$ cat src/rtl/dds_pkg.sv
package dds_pkg;
  localparam int FTW_W  = 32;
  localparam int PH_W   = 5;
  localparam int WORD_W = FTW_W + 2 + 1 + PH_W;

  typedef enum logic [3:0] {
    ST_RST, ST_RWAIT, ST_EHI, ST_ELO, ST_EUPD, ST_EGAP,
    ST_IDLE, ST_LO, ST_HI, ST_UPD
  } st_e;

  function automatic int max2(int a, int b);
    return (a > b) ? a : b;
  endfunction

  // reserved bits between power-down and tuning word are forced low
  function automatic logic [WORD_W-1:0] pack_word(logic [FTW_W-1:0] ftw,
                                                  logic pdn,
                                                  logic [PH_W-1:0] ph);
    return {ph, pdn, 2'b00, ftw};
  endfunction
endpackage

$ cat src/rtl/dds_tmr.sv
module dds_tmr #(
  parameter int CNT_W   = 11,
  parameter int RST_VAL = 0
) (
  input  logic             clk_i,
  input  logic             rst_ni,
  input  logic             load_i,
  input  logic [CNT_W-1:0] val_i,
  output logic             done_o
);
  logic [CNT_W-1:0] cnt_q;

  always_ff @(posedge clk_i or negedge rst_ni) begin
    if (!rst_ni)          cnt_q <= CNT_W'(RST_VAL);
    else if (load_i)      cnt_q <= val_i - CNT_W'(1);
    else if (cnt_q != '0) cnt_q <= cnt_q - CNT_W'(1);
  end

  assign done_o = (cnt_q == '0);
endmodule

$ cat src/rtl/dds_shreg.sv
module dds_shreg #(
  parameter int W = 40,
  localparam int BW = $clog2(W)
) (
  input  logic         clk_i,
  input  logic         rst_ni,
  input  logic         load_i,
  input  logic [W-1:0] word_i,
  input  logic         shift_i,
  output logic         bit_o,
  output logic         last_o
);
  logic [W-1:0]  sr_q;
  logic [BW-1:0] cnt_q;

  always_ff @(posedge clk_i or negedge rst_ni) begin
    if (!rst_ni) begin
      sr_q  <= '0;
      cnt_q <= '0;
    end else if (load_i) begin
      sr_q  <= word_i;
      cnt_q <= '0;
    end else if (shift_i) begin
      sr_q  <= {1'b0, sr_q[W-1:1]};
      cnt_q <= cnt_q + BW'(1);
    end
  end

  assign bit_o  = sr_q[0];
  assign last_o = (cnt_q == BW'(W-1));
endmodule

$ cat src/rtl/dds_seq.sv
module dds_seq import dds_pkg::*; #(
  parameter int HALF_CYC = 4,
  parameter int RST_CYC  = 600,
  parameter int WAIT_CYC = 1400,
  parameter int STB_CYC  = 4,
  parameter int CNT_W    = 11
) (
  input  logic             clk_i,
  input  logic             rst_ni,
  input  logic             srst_i,
  input  logic             req_valid_i,
  input  logic             tmr_done_i,
  input  logic             last_bit_i,
  output st_e              st_o,
  output logic             tmr_load_o,
  output logic [CNT_W-1:0] tmr_val_o,
  output logic             sh_load_o,
  output logic             sh_shift_o,
  output logic             init_done_o
);
  st_e  st_q, st_d;
  logic done_q;

  always_comb begin
    st_d       = st_q;
    tmr_load_o = 1'b0;
    tmr_val_o  = '0;
    sh_load_o  = 1'b0;
    sh_shift_o = 1'b0;
    if (srst_i) begin
      st_d       = ST_RST;
      tmr_load_o = 1'b1;
      tmr_val_o  = CNT_W'(RST_CYC);
    end else begin
      unique case (st_q)
        ST_RST: if (tmr_done_i) begin
          st_d = ST_RWAIT; tmr_load_o = 1'b1; tmr_val_o = CNT_W'(WAIT_CYC);
        end
        ST_RWAIT: if (tmr_done_i) begin
          st_d = ST_EHI; tmr_load_o = 1'b1; tmr_val_o = CNT_W'(HALF_CYC);
        end
        ST_EHI: if (tmr_done_i) begin
          st_d = ST_ELO; tmr_load_o = 1'b1; tmr_val_o = CNT_W'(HALF_CYC);
        end
        ST_ELO: if (tmr_done_i) begin
          st_d = ST_EUPD; tmr_load_o = 1'b1; tmr_val_o = CNT_W'(STB_CYC);
        end
        ST_EUPD: if (tmr_done_i) begin
          st_d = ST_EGAP; tmr_load_o = 1'b1; tmr_val_o = CNT_W'(STB_CYC);
        end
        ST_EGAP: if (tmr_done_i) st_d = ST_IDLE;
        ST_IDLE: if (req_valid_i) begin
          st_d = ST_LO; sh_load_o = 1'b1;
          tmr_load_o = 1'b1; tmr_val_o = CNT_W'(HALF_CYC);
        end
        ST_LO: if (tmr_done_i) begin
          st_d = ST_HI; tmr_load_o = 1'b1; tmr_val_o = CNT_W'(HALF_CYC);
        end
        ST_HI: if (tmr_done_i) begin
          sh_shift_o = 1'b1;
          tmr_load_o = 1'b1;
          if (last_bit_i) begin
            st_d = ST_UPD; tmr_val_o = CNT_W'(STB_CYC);
          end else begin
            st_d = ST_LO;  tmr_val_o = CNT_W'(HALF_CYC);
          end
        end
        ST_UPD: if (tmr_done_i) st_d = ST_IDLE;
        default: st_d = ST_RST;
      endcase
    end
  end

  always_ff @(posedge clk_i or negedge rst_ni) begin
    if (!rst_ni) begin
      st_q   <= ST_RST;
      done_q <= 1'b0;
    end else begin
      st_q <= st_d;
      if (srst_i)                            done_q <= 1'b0;
      else if (st_q == ST_EGAP && tmr_done_i) done_q <= 1'b1;
    end
  end

  assign st_o        = st_q;
  assign init_done_o = done_q;
endmodule

$ cat src/rtl/dds_load_ctrl.sv
module dds_load_ctrl import dds_pkg::*; #(
  parameter int HALF_CYC = 4,
  parameter int RST_CYC  = 600,
  parameter int WAIT_CYC = 1400,
  parameter int STB_CYC  = 4,
  localparam int MAX_CYC = max2(max2(HALF_CYC, STB_CYC), max2(RST_CYC, WAIT_CYC)),
  localparam int CNT_W   = $clog2(MAX_CYC + 1)
) (
  input  logic             clk_i,
  input  logic             rst_ni,
  input  logic             srst_i,
  input  logic             req_valid_i,
  output logic             req_ready_o,
  input  logic [FTW_W-1:0] ftw_i,
  input  logic             pdn_i,
  input  logic [PH_W-1:0]  phase_i,
  output logic             busy_o,
  output logic             init_done_o,
  output logic             dev_rst_o,
  output logic             wclk_o,
  output logic             sdata_o,
  output logic             fq_ud_o
);
  st_e              st;
  logic             tmr_load, tmr_done;
  logic [CNT_W-1:0] tmr_val;
  logic             sh_load, sh_shift, sh_bit, sh_last;

  dds_seq #(
    .HALF_CYC(HALF_CYC), .RST_CYC(RST_CYC), .WAIT_CYC(WAIT_CYC),
    .STB_CYC(STB_CYC), .CNT_W(CNT_W)
  ) u_seq (
    .clk_i, .rst_ni, .srst_i, .req_valid_i,
    .tmr_done_i(tmr_done), .last_bit_i(sh_last),
    .st_o(st), .tmr_load_o(tmr_load), .tmr_val_o(tmr_val),
    .sh_load_o(sh_load), .sh_shift_o(sh_shift), .init_done_o
  );

  dds_tmr #(.CNT_W(CNT_W), .RST_VAL(RST_CYC - 1)) u_tmr (
    .clk_i, .rst_ni, .load_i(tmr_load), .val_i(tmr_val), .done_o(tmr_done)
  );

  dds_shreg #(.W(WORD_W)) u_shreg (
    .clk_i, .rst_ni, .load_i(sh_load),
    .word_i(pack_word(ftw_i, pdn_i, phase_i)),
    .shift_i(sh_shift), .bit_o(sh_bit), .last_o(sh_last)
  );

  assign dev_rst_o   = (st == ST_RST);
  assign wclk_o      = (st == ST_EHI) || (st == ST_HI);
  assign fq_ud_o     = (st == ST_EUPD) || (st == ST_UPD);
  assign sdata_o     = ((st == ST_LO) || (st == ST_HI)) && sh_bit;
  assign req_ready_o = (st == ST_IDLE);
  assign busy_o      = (st != ST_IDLE);
endmodule

$ cat config.mk
export PLATFORM = sky130hd
export DESIGN_NAME = dds_load_ctrl
export DESIGN_NICKNAME = d
export VERILOG_FILES = /design/src/rtl/dds_pkg.sv /design/src/rtl/dds_tmr.sv /design/src/rtl/dds_shreg.sv /design/src/rtl/dds_seq.sv /design/src/rtl/dds_load_ctrl.sv
export SDC_FILE = /design/constraint.sdc
export NUM_CORES = 1
export LEC_CHECK = 0
export BUFFER_PORTS_ARGS = -buffer_cell sky130_fd_sc_hd__buf_4
export CAP_MARGIN = 15
export CORE_MARGIN = 5
export CORE_UTILIZATION = 46
export CTS_BUF_LIST = sky130_fd_sc_hd__clkbuf_8
export CTS_CLUSTER_SIZE = 8
export DETAILED_ROUTE_END_ITERATION = 8
export HOLD_SLACK_MARGIN = 0.15
export PLACE_DENSITY = 0.8
export SKIP_LAST_GASP = 1
export SYNTH_ARGS = -nofsm -noshare
export SYNTH_HDL_FRONTEND = slang
export SYNTH_HIERARCHICAL = 1
export SYNTH_SLANG_ARGS = --single-unit
$ cat constraint.sdc
create_clock -name clk_i -period 2.66 [get_ports clk_i]
set_input_delay 0.266 -clock clk_i [delete_from_list [all_inputs] [get_ports clk_i]]
set_output_delay 0.266 -clock clk_i [all_outputs]
set_load 0.01 [all_outputs]
Word-level counts from Yosys, hierarchy flattened
Cells that the tools add are included.
- add/sub/neg operators: 3
- eq/ne operators: 20
- mux-type cells: 33
- reductions and logical operators: 15
- operators with widths (operator ; count):
    $mux 40 ; 2
    $mux 11 ; 4
    $mux 4 ; 11
    $pmux 4 s9 ; 1
    $pmux 11 s3 ; 1
    $sub 11x1->11 const B ; 2
    $ne 3x2->1 const B ; 7
    $eq 4x3->1 const B ; 4
    $mux 6 ; 2
    $logic_not 11->1 ; 1
    $reduce_bool 11->1 ; 1
    $mux 1 ; 9
    $reduce_and 9->1 ; 1
    $eq 4x2->1 const B ; 2
    $eq 4x4->1 const B ; 2
    $reduce_or 7->1 ; 1
    $add 6x1->6 const B ; 1
    $eq 6x6->1 const B ; 1
    $mux 3 ; 2
    $reduce_bool 2->1 ; 3
    $reduce_or 6->1 ; 1
    $eq 4x1->1 const B ; 1
    $logic_not 4->1 ; 1
    $ne 4x3->1 const B ; 1
    6 further kinds ; 9
- flip-flop bits (word level): 62
- input port bits: 42
- output and inout port bits: 7
- word-level logic and storage cells: 76

Logic depth before layout (Yosys ltp)
Gate-level depths: netlist (run 1).
- depth in word-level cells: 6
- mapped depth: 13

Hierarchy
Netlist (run 1), hierarchy kept.
- by module, submodules not included (module ; instances ; cells an instance ; area an instance (um2) ; seq. area each (um2)):
    dds_shreg ; 1 ; 201 ; 2108.3 ; 1151.1
    dds_tmr ; 1 ; 85 ; 788.3 ; 282.8
    dds_seq ; 1 ; 72 ; 586.8 ; 125.1
    dds_load_ctrl ; 1 ; 13 ; 87.6 ; 0.0

Worst setup path before layout (run 1)
Ideal clock, no wire load.
- kind: flip-flop to flip-flop
- start: register u_seq.st_q[0] (netlist: u_seq/st_o[0])
- end: register u_tmr.cnt_q[8]
- setup time: 0.125 ns
- arrival: 2.560 ns
- slack: -0.025 ns
- stages on the path, launching flop included: 14
- path buffers: 3
- clock period less this slack: 2.685 ns
- cells stage by stage: dfrtp_1 -> buf_2 -> or2_1 -> a21oi_1 -> o21ai_1 -> nand2_1 -> buf_6 -> buf_4 -> mux2i_1 -> ha_1 -> o221ai_2 -> or2_1 -> a31oi_1 -> o21ai_1
- elaborated cells on any way between the ends: 17
- those cells by class: add/sub: 1; eq/ne: 7; mux: 5; reduce/logical: 4
- RTL lines (what ; RTL line ; source):
    start: declaration ; dds_seq.sv:21 ; st_e st_q, st_d;
    start signal: assignment ; dds_seq.sv:79 ; st_q <= st_d;
    $eq 4x2->1 (tied with other cells) ; dds_seq.sv:35 ; unique case (st_q)
    $reduce_or 7->1 (no line) ; n/a ;
    $pmux 1 s2 * ; dds_seq.sv:35 ;
    $mux 1 * ; dds_seq.sv:30 ; if (srst_i) begin
    net tmr_load ; dds_load_ctrl.sv:25 ; logic tmr_load, tmr_done;
    $mux 11 / $reduce_bool 2->1 (equally long branches) ; n/a ;
    end signal: assignment ; dds_tmr.sv:14 ; if (!rst_ni) cnt_q <= CNT_W'(RST_VAL);
    end signal: assignment ; dds_tmr.sv:15 ; else if (load_i) cnt_q <= val_i - CNT_W'(1);
    end signal: assignment ; dds_tmr.sv:16 ; else if (cnt_q != '0) cnt_q <= cnt_q - CNT_W'(1);
    end: declaration ; dds_tmr.sv:11 ; logic [CNT_W-1:0] cnt_q;
Mark *: on every way through the listed nets, which the timed path passes. The rest lies on a longest branch.
A chain may end at the register's enable or synchronous reset.

Worst setup path after layout (run 1)
- start: register u_tmr.cnt_q[6]
- end: register u_tmr.cnt_q[8]
- elaborated cells on any way between the ends: 14
- those cells by class: add/sub: 2; mux: 9; reduce/logical: 3
- RTL lines (what ; RTL line ; source):
    $logic_not 11->1 * ; dds_tmr.sv:19 ; assign done_o = (cnt_q == '0);
    net tmr_done ; dds_load_ctrl.sv:25 ;
    $mux 1 * ; n/a ;
    $pmux 1 s2 * ; dds_seq.sv:35 ;
    $mux 1 * ; dds_seq.sv:30 ;
    net tmr_load ; dds_load_ctrl.sv:25 ;
    $mux 11 / $reduce_bool 2->1 (equally long branches) ; n/a ;
Mark *: on every way through the listed nets, which the timed path passes. The rest lies on a longest branch. The select of a mux whose other input is x is not followed.

==> results of run 1 <==
-- worst register-to-register path, delay by kind of cell, from the launching register on --
kind	cells	cell delay [ps]
simple gates	4	1080
flops	1	390
compound gates	4	500
mux	1	270
fa+ha+maj	1	290
-- flip-flops by register name, summed over array words and instances, names as in the netlist --
register           cells
u_shreg/sr_q          40
u_tmr/cnt_q           11
u_shreg/cnt_q          6
u_seq/st_o             4
u_seq/init_done_o      1
-- layer usage --
layer / vias up / track usage [%]
li1: 1452 / -
met1: 1394 / 21.1
met2: 64 / 29.4
met3: 12 / 3.43
met4: 0 / 6.07
met5: - / 0
-- cells in the final DEF, fill, tap and decap left out, types with 6 or more instances in the layout --
cell	count
a21oi_1	11
buf_4	63
clkbuf_8	9
dfrtp_1	54
dfstp_2	6
dlygate4sd3_1	36
mux2i_1	48
nand2_1	50
nand3_1	7
nor2_1	26
o21ai_0	47
xnor2_1	9
xor2_1	9
-- final cells by class --
class / count / area, um2
tap: 102 / 128
fill: 614 / 2960
inverter: 4 / 15.0
multi-input combinational: 278 / 1850
sequential: 62 / 1560
clock buffer: 9 / 124
timing repair buffer: 103 / 913
clock inverter: 7 / 90.1
-- worst paths after layout --
| check | endpoint | depth (start not counted) | from | slack [ps] |
|---|---|---|---|---|
| max | u_tmr/cnt_q[8] | 10 | u_tmr/cnt_q[6] | 9 |
| min | u_shreg/sr_q[38] | 3 | phase_i[3] | 170 |
| max reg2reg | u_tmr/cnt_q[8] | 10 | u_tmr/cnt_q[6] | 9 |
| min reg2reg | u_seq/init_done_o | 2 | u_seq/init_done_o | 550 |
| max in group asynchronous | u_seq/st_o[1] | 2 | rst_ni | 1580 |
| min in group asynchronous | u_shreg/sr_q[8] | 2 | rst_ni | 540 |
-- cells by family after synthesis --
family | after synthesis
and+or+nand+nor | 128
AOI/OAI and AO/OA | 73
DFF | 62
muxes | 52
buffers and inverters | 34
xor gates and xnor gates | 18
adders and majority gates | 2
other | 2
-- report_power, final --
| group | internal [mW] | total, mW | switching [mW] |
|---|---|---|---|
| sequential | 1.27 | 1.51 | 0.238 |
| combinational | 0.443 | 0.857 | 0.413 |
| clock | 0.522 | 0.902 | 0.380 |
-- repair_timing --
action                                  CTS  global route
endpoints found under the setup margin    2             4
hold endpoints to repair                 91             0
gates resized for setup                   2             5
hold buffers                             36             0
pin swaps                                 0             0
setup buffers                             0             1
==> flow_summary.yaml, run 1 <==
sta:
  layout_setup_ws_ps: 8.81
  slew_headroom_pct: 48.9
  fin_worst_skew_ps: 6.59
  hold_slack_ps: 169
  worstMarginPinSlew_ps: 767
  fmax_mhz: 377
  min_period_ps: 2650
  grt_setup_unrepaired: "true"
  final-hold-violation-count: 0
  timing.final.max_slew_violations: 0
  setup_viol: 0
  fin_setup_tns_ps: 0
  finalCritPeriodShare_pct: 99.7
synth:
  synth_compound_area_share_pct: 11.5
  synth_top_area_share_pct: 39.2
  synthSimpleGateAreaFrac_pct: 18.6
  synth_cells: 371
  ys.flop_type: "dfrtp_1"
  synth.most_common_cell: "dfrtp_1"
  yosysSeqAreaShare_pct: 43.7
  synth_common_cells: "dfrtp_1, nand2_1, mux2i_1"
  yosys_warnings: 6
  postSynthRegisterBits: 62
  yosys-top-cells-area: "dfrtp_1, mux2i_1, o21ai_0"
  syn_avg_cell_area_um2: 9.63
  synthXorXnorAreaFrac_pct: 4.41
  synth-async-reset-ratio_pct: 100
  synth_cell_types: 49
  synth_top_family_by_area: "simple AND/OR/NAND/NOR gates"
  syn_area_mm2: 0.00357
  synth_fa_ha_area_share_pct: 0.701
  synthMuxAreaShare_pct: 15.1
  synth_edf_count: 0
  synth_top_cell_by_area: "dfrtp_1"
drt:
  wirelength_um: 8080
  viasPerCell: 5.17
  wl_met1_um: 3530
  route.met2.wl_um: 4130
  top_layer: "met4"
  wire_per_inst_um: 14.3
  initialDrtViolationCount: 165
  vias: 2922
  met3_length_um: 301
  drc: 0
  first_pass_iters: 5
  drtAntennaViolNets: 0
floorplanning:
  core_mm2: 0.00765
  die_h_um: 98.1
  die_area_mm2: 0.00962
  initial_core_util_pct: 46.7
  fp-row-count: 32
  die_x_um: 98.1
  ios: 49
cts:
  cts_buffers: 9
  h-tree-depth: 3
  root_buffer: "clkbuf_8"
  cts_tree: "yes"
  cts.path.max_buffers: 2
  cts.clk_slew.worst_paths_ps: 70
  clk_latency_ps: 330
  cts.sinks: 62
global_route:
  grt_max_degree: 87
  antenna_found_initial: 0
  overflow: 0
  grt_usage_pct: 17.0
  grt_pass1_vias: 2889
  grt_first_pass_wirelength_um: 13400
worst_setup_path:
  critical_path_required_ps: 2870
  cp_slowest_stage_delay_ps: 390
  start_kind: "flip-flop"
  crit_top_cell: "o21ai_1"
  slowest_stage: "dfstp_2"
  cp.buffers_inverters: 0
  critPathCaptureType: "flip-flop"
  crit_fanout: 8
  path_class: "reg2reg"
  worst_ep_arrival_time_ps: 2860
  cp_cell_sequence: "nor4_1 -> and4_4 -> o21ai_1 -> nand2_1 -> mux2i_1 -> ha_2 -> o221ai_2 -> or2_1 -> a31oi_1 -> o21ai_1"
  cp_top_family: "simple AND/OR/NAND/NOR gates"
status:
  status: "completed"
placement:
  gp_congestion: 0.847
  io_buffers: 48
  dp_cells: 512
  placed_area_mm2: 0.00408
  preCtsSetupSlack_ps: -48.5
  dpl.hpwl_um: 5090
worst_hold_path:
  hold_path_class: "in2reg"
pwr:
  total_power_mw: 3.27
  p_leak_nw: 1.93
  ir_worst_vdd_uv: 516
  powerDensity_mw_per_mm2: 697
layout:
  fin_nets: 502
  layout.cells.non_filler: 565
  areaGrowthSynthToFinish_pct: 31.2
  antennaDiodeCount: 0
  fin_util_pct: 61.3
  drive_gt1_share_pct: 24.0
  stdcell_area_mm2: 0.00468
run:
  drv_cap: 0
No activity file was read; power rests on OpenSTA's default activity.
==> run 2, diff against run 1 <==
--- a/config.mk
+++ b/config.mk
@@ -14,6 +14,7 @@
 export DETAILED_ROUTE_END_ITERATION = 8
 export HOLD_SLACK_MARGIN = 0.15
 export PLACE_DENSITY = 0.8
+export REMOVE_ABC_BUFFERS = 1
 export SKIP_LAST_GASP = 1
 export SYNTH_ARGS = -nofsm -noshare
 export SYNTH_HDL_FRONTEND = slang
==> flow_summary.yaml, run 2 (same netlist as run 1, synthesis figures left out) <==
floorplanning:
  initial_core_util_pct: 46.7
  core_mm2: 0.00765
  fp-row-count: 32
  die_h_um: 98.1
  ios: 49
  die_x_um: 98.1
  die_area_mm2: 0.00962
global_route:
  grt_pass1_vias: 3147
  grt_first_pass_wirelength_um: 14200
  grt_usage_pct: 18.0
  grt_max_degree: 87
  overflow: 0
  antenna_found_initial: 0
worst_setup_path:
  cp_cell_sequence: "nor4_1 -> and4_4 -> o21ai_1 -> nand2_2 -> mux2i_2 -> ha_2 -> o221ai_2 -> or2_1 -> a31oi_1 -> o21ai_1"
  timing.rr.end: "u_tmr/cnt_q[8]"
  critical_path_required_ps: 2880
  rrSetupSlack_ps: 130
  slowest_stage: "dfrtp_1"
  crit_top_cell: "o21ai_1"
  critPathCaptureType: "flip-flop"
  worst_ep_arrival_time_ps: 2740
  crit_fanout: 8
  cp_top_family: "simple AND/OR/NAND/NOR gates"
  cp.buffers_inverters: 0
  cp_slowest_stage_delay_ps: 420
  path_class: "reg2reg"
  start_kind: "flip-flop"
  ff2ff_path_depth: 10
  r2r_start: "u_tmr/cnt_q[8]"
layout:
  fin_nets: 502
  max_flop_register: "u_shreg/sr_q"
  final_common_cell: "buf_4"
  fillerInstances: 571
  layout.cells.non_filler: 565
  stdcell_area_mm2: 0.00472
  drive_gt1_share_pct: 24.4
  final_cell_mix: "buf_4, dfrtp_1, nand2_1"
  reg_top3: "u_shreg/sr_q (40), u_tmr/cnt_q (11), u_shreg/cnt_q (6)"
  largest_reg_flops: 40
  areaGrowthSynthToFinish_pct: 32.2
  antennaDiodeCount: 0
  fin_util_pct: 61.7
drt:
  wirelength_um: 8000
  vias: 2899
  initialDrtViolationCount: 105
  drc: 0
  drtAntennaViolNets: 0
  first_pass_iters: 4
  viasPerCell: 5.13
  wire_per_inst_um: 14.2
cts:
  cts_tree: "yes"
  cts.sinks: 62
  root_buffer: "clkbuf_8"
  cts.clk_slew.worst_paths_ps: 70
  clk_latency_ps: 340
  h-tree-depth: 3
  cts_buffers: 9
  cts.path.max_buffers: 2
run:
  drv_cap: 0
placement:
  gp_congestion: 0.917
  io_buffers: 48
  preCtsSetupSlack_ps: -74.7
  dpl.hpwl_um: 4860
  placed_area_mm2: 0.00407
  dp_cells: 511
sta:
  fin_worst_skew_ps: 6.70
  setup_viol: 0
  worstMarginPinSlew_ps: 778
  final-hold-violation-count: 0
  finalCritPeriodShare_pct: 95.0
  grt_setup_unrepaired: "false"
  min_period_ps: 2530
  fmax_mhz: 396
  hold_slack_ps: 167
  layout_setup_ws_ps: 134
  timing.final.max_slew_violations: 0
  slew_headroom_pct: 48.1
  fin_setup_tns_ps: 0
pwr:
  seq_power_share_pct: 45.0
  ir_worst_vdd_uv: 490
  total_power_mw: 3.33
  switching_share_pct: 31.6
  clockPowerShare_pct: 28.7
  p_int_mw: 2.28
  power_switching_mw: 1.05
  p_leak_nw: 1.94
  p_comb_share_pct: 26.4
  powerDensity_mw_per_mm2: 706
status:
  status: "completed"
worst_hold_path:
  hold-path-cell-count: 3
  min_to: "u_shreg/sr_q[31]"
  worstHoldStart: "ftw_i[31]"
  hold_path_class: "in2reg"
==> run 2: final cells by class <==
cell class,instances,area (um2),share of cell area (%)
clock inverters,6,92.6,1.96
well taps,102,128,2.70
flip-flops and latches,62,1560,33.1
inverters,4,15.0,0.318
multi-input cells,278,1870,39.7
repair buffers,103,916,19.4
clock buffers,10,138,2.92
==> run 2: how the worst max path moves through the flow <==
| stage | from | to | slack (ps) | depth (start not counted) |
|---|---|---|---|---|
| final | u_tmr/cnt_q[8] | u_tmr/cnt_q[8] | 130 | 10 |
| after global routing | u_tmr/cnt_q[8] | u_tmr/cnt_q[8] | 2 | 10 |
| after CTS | u_tmr/cnt_q[6] | u_tmr/cnt_q[7] | -90 | 11 |
| after detailed placement | u_tmr/cnt_q[6] | u_tmr/cnt_q[7] | -70 | 11 |
| after global placement | u_tmr/cnt_q[8] | u_tmr/cnt_q[8] | 40 | 11 |
| after floorplan | u_tmr/cnt_q[0] | u_shreg/cnt_q[3] | -6010 | 7 |
==> run 2: repair_timing <==
item | in CTS | in global routing
buffers inserted | 0 | 1
setup endpoints to repair | 2 | 7
pin swaps | 0 | 2
hold buffers | 37 | 0
resized for setup | 0 | 12
hold endpoints to repair | 92 | 0
==> run 2: worst register-to-register path: stages, from the launching register on <==
cell	delay [ps]
dfrtp_1	420
nor4_1	310
and4_4	320
o21ai_1	90
nand2_2	140
mux2i_2	260
ha_2	230
o221ai_2	120
or2_1	280
a31oi_1	160
o21ai_1	80
==> run 2: power by group through the flow <==
stage	Clock, mW	Combinational (mW)	Sequential (mW)
after floorplan	0	0.522	1.46
after global placement	0	0.766	1.48
after detailed placement	0	0.804	1.50
after CTS	0.976	0.851	1.49
after global routing	1.02	0.987	1.54
final	0.955	0.878	1.50
==> run 2: layer usage <==
layer / track usage, % / vias to the layer above / share of wire (%)
met2: 29.9 / 71 / 50
met5: 0 / - / 0
met1: 22.0 / 1359 / 43
met4: 6.50 / 0 / 1.4
met3: 5.50 / 13 / 5.2
li1: - / 1456 / -
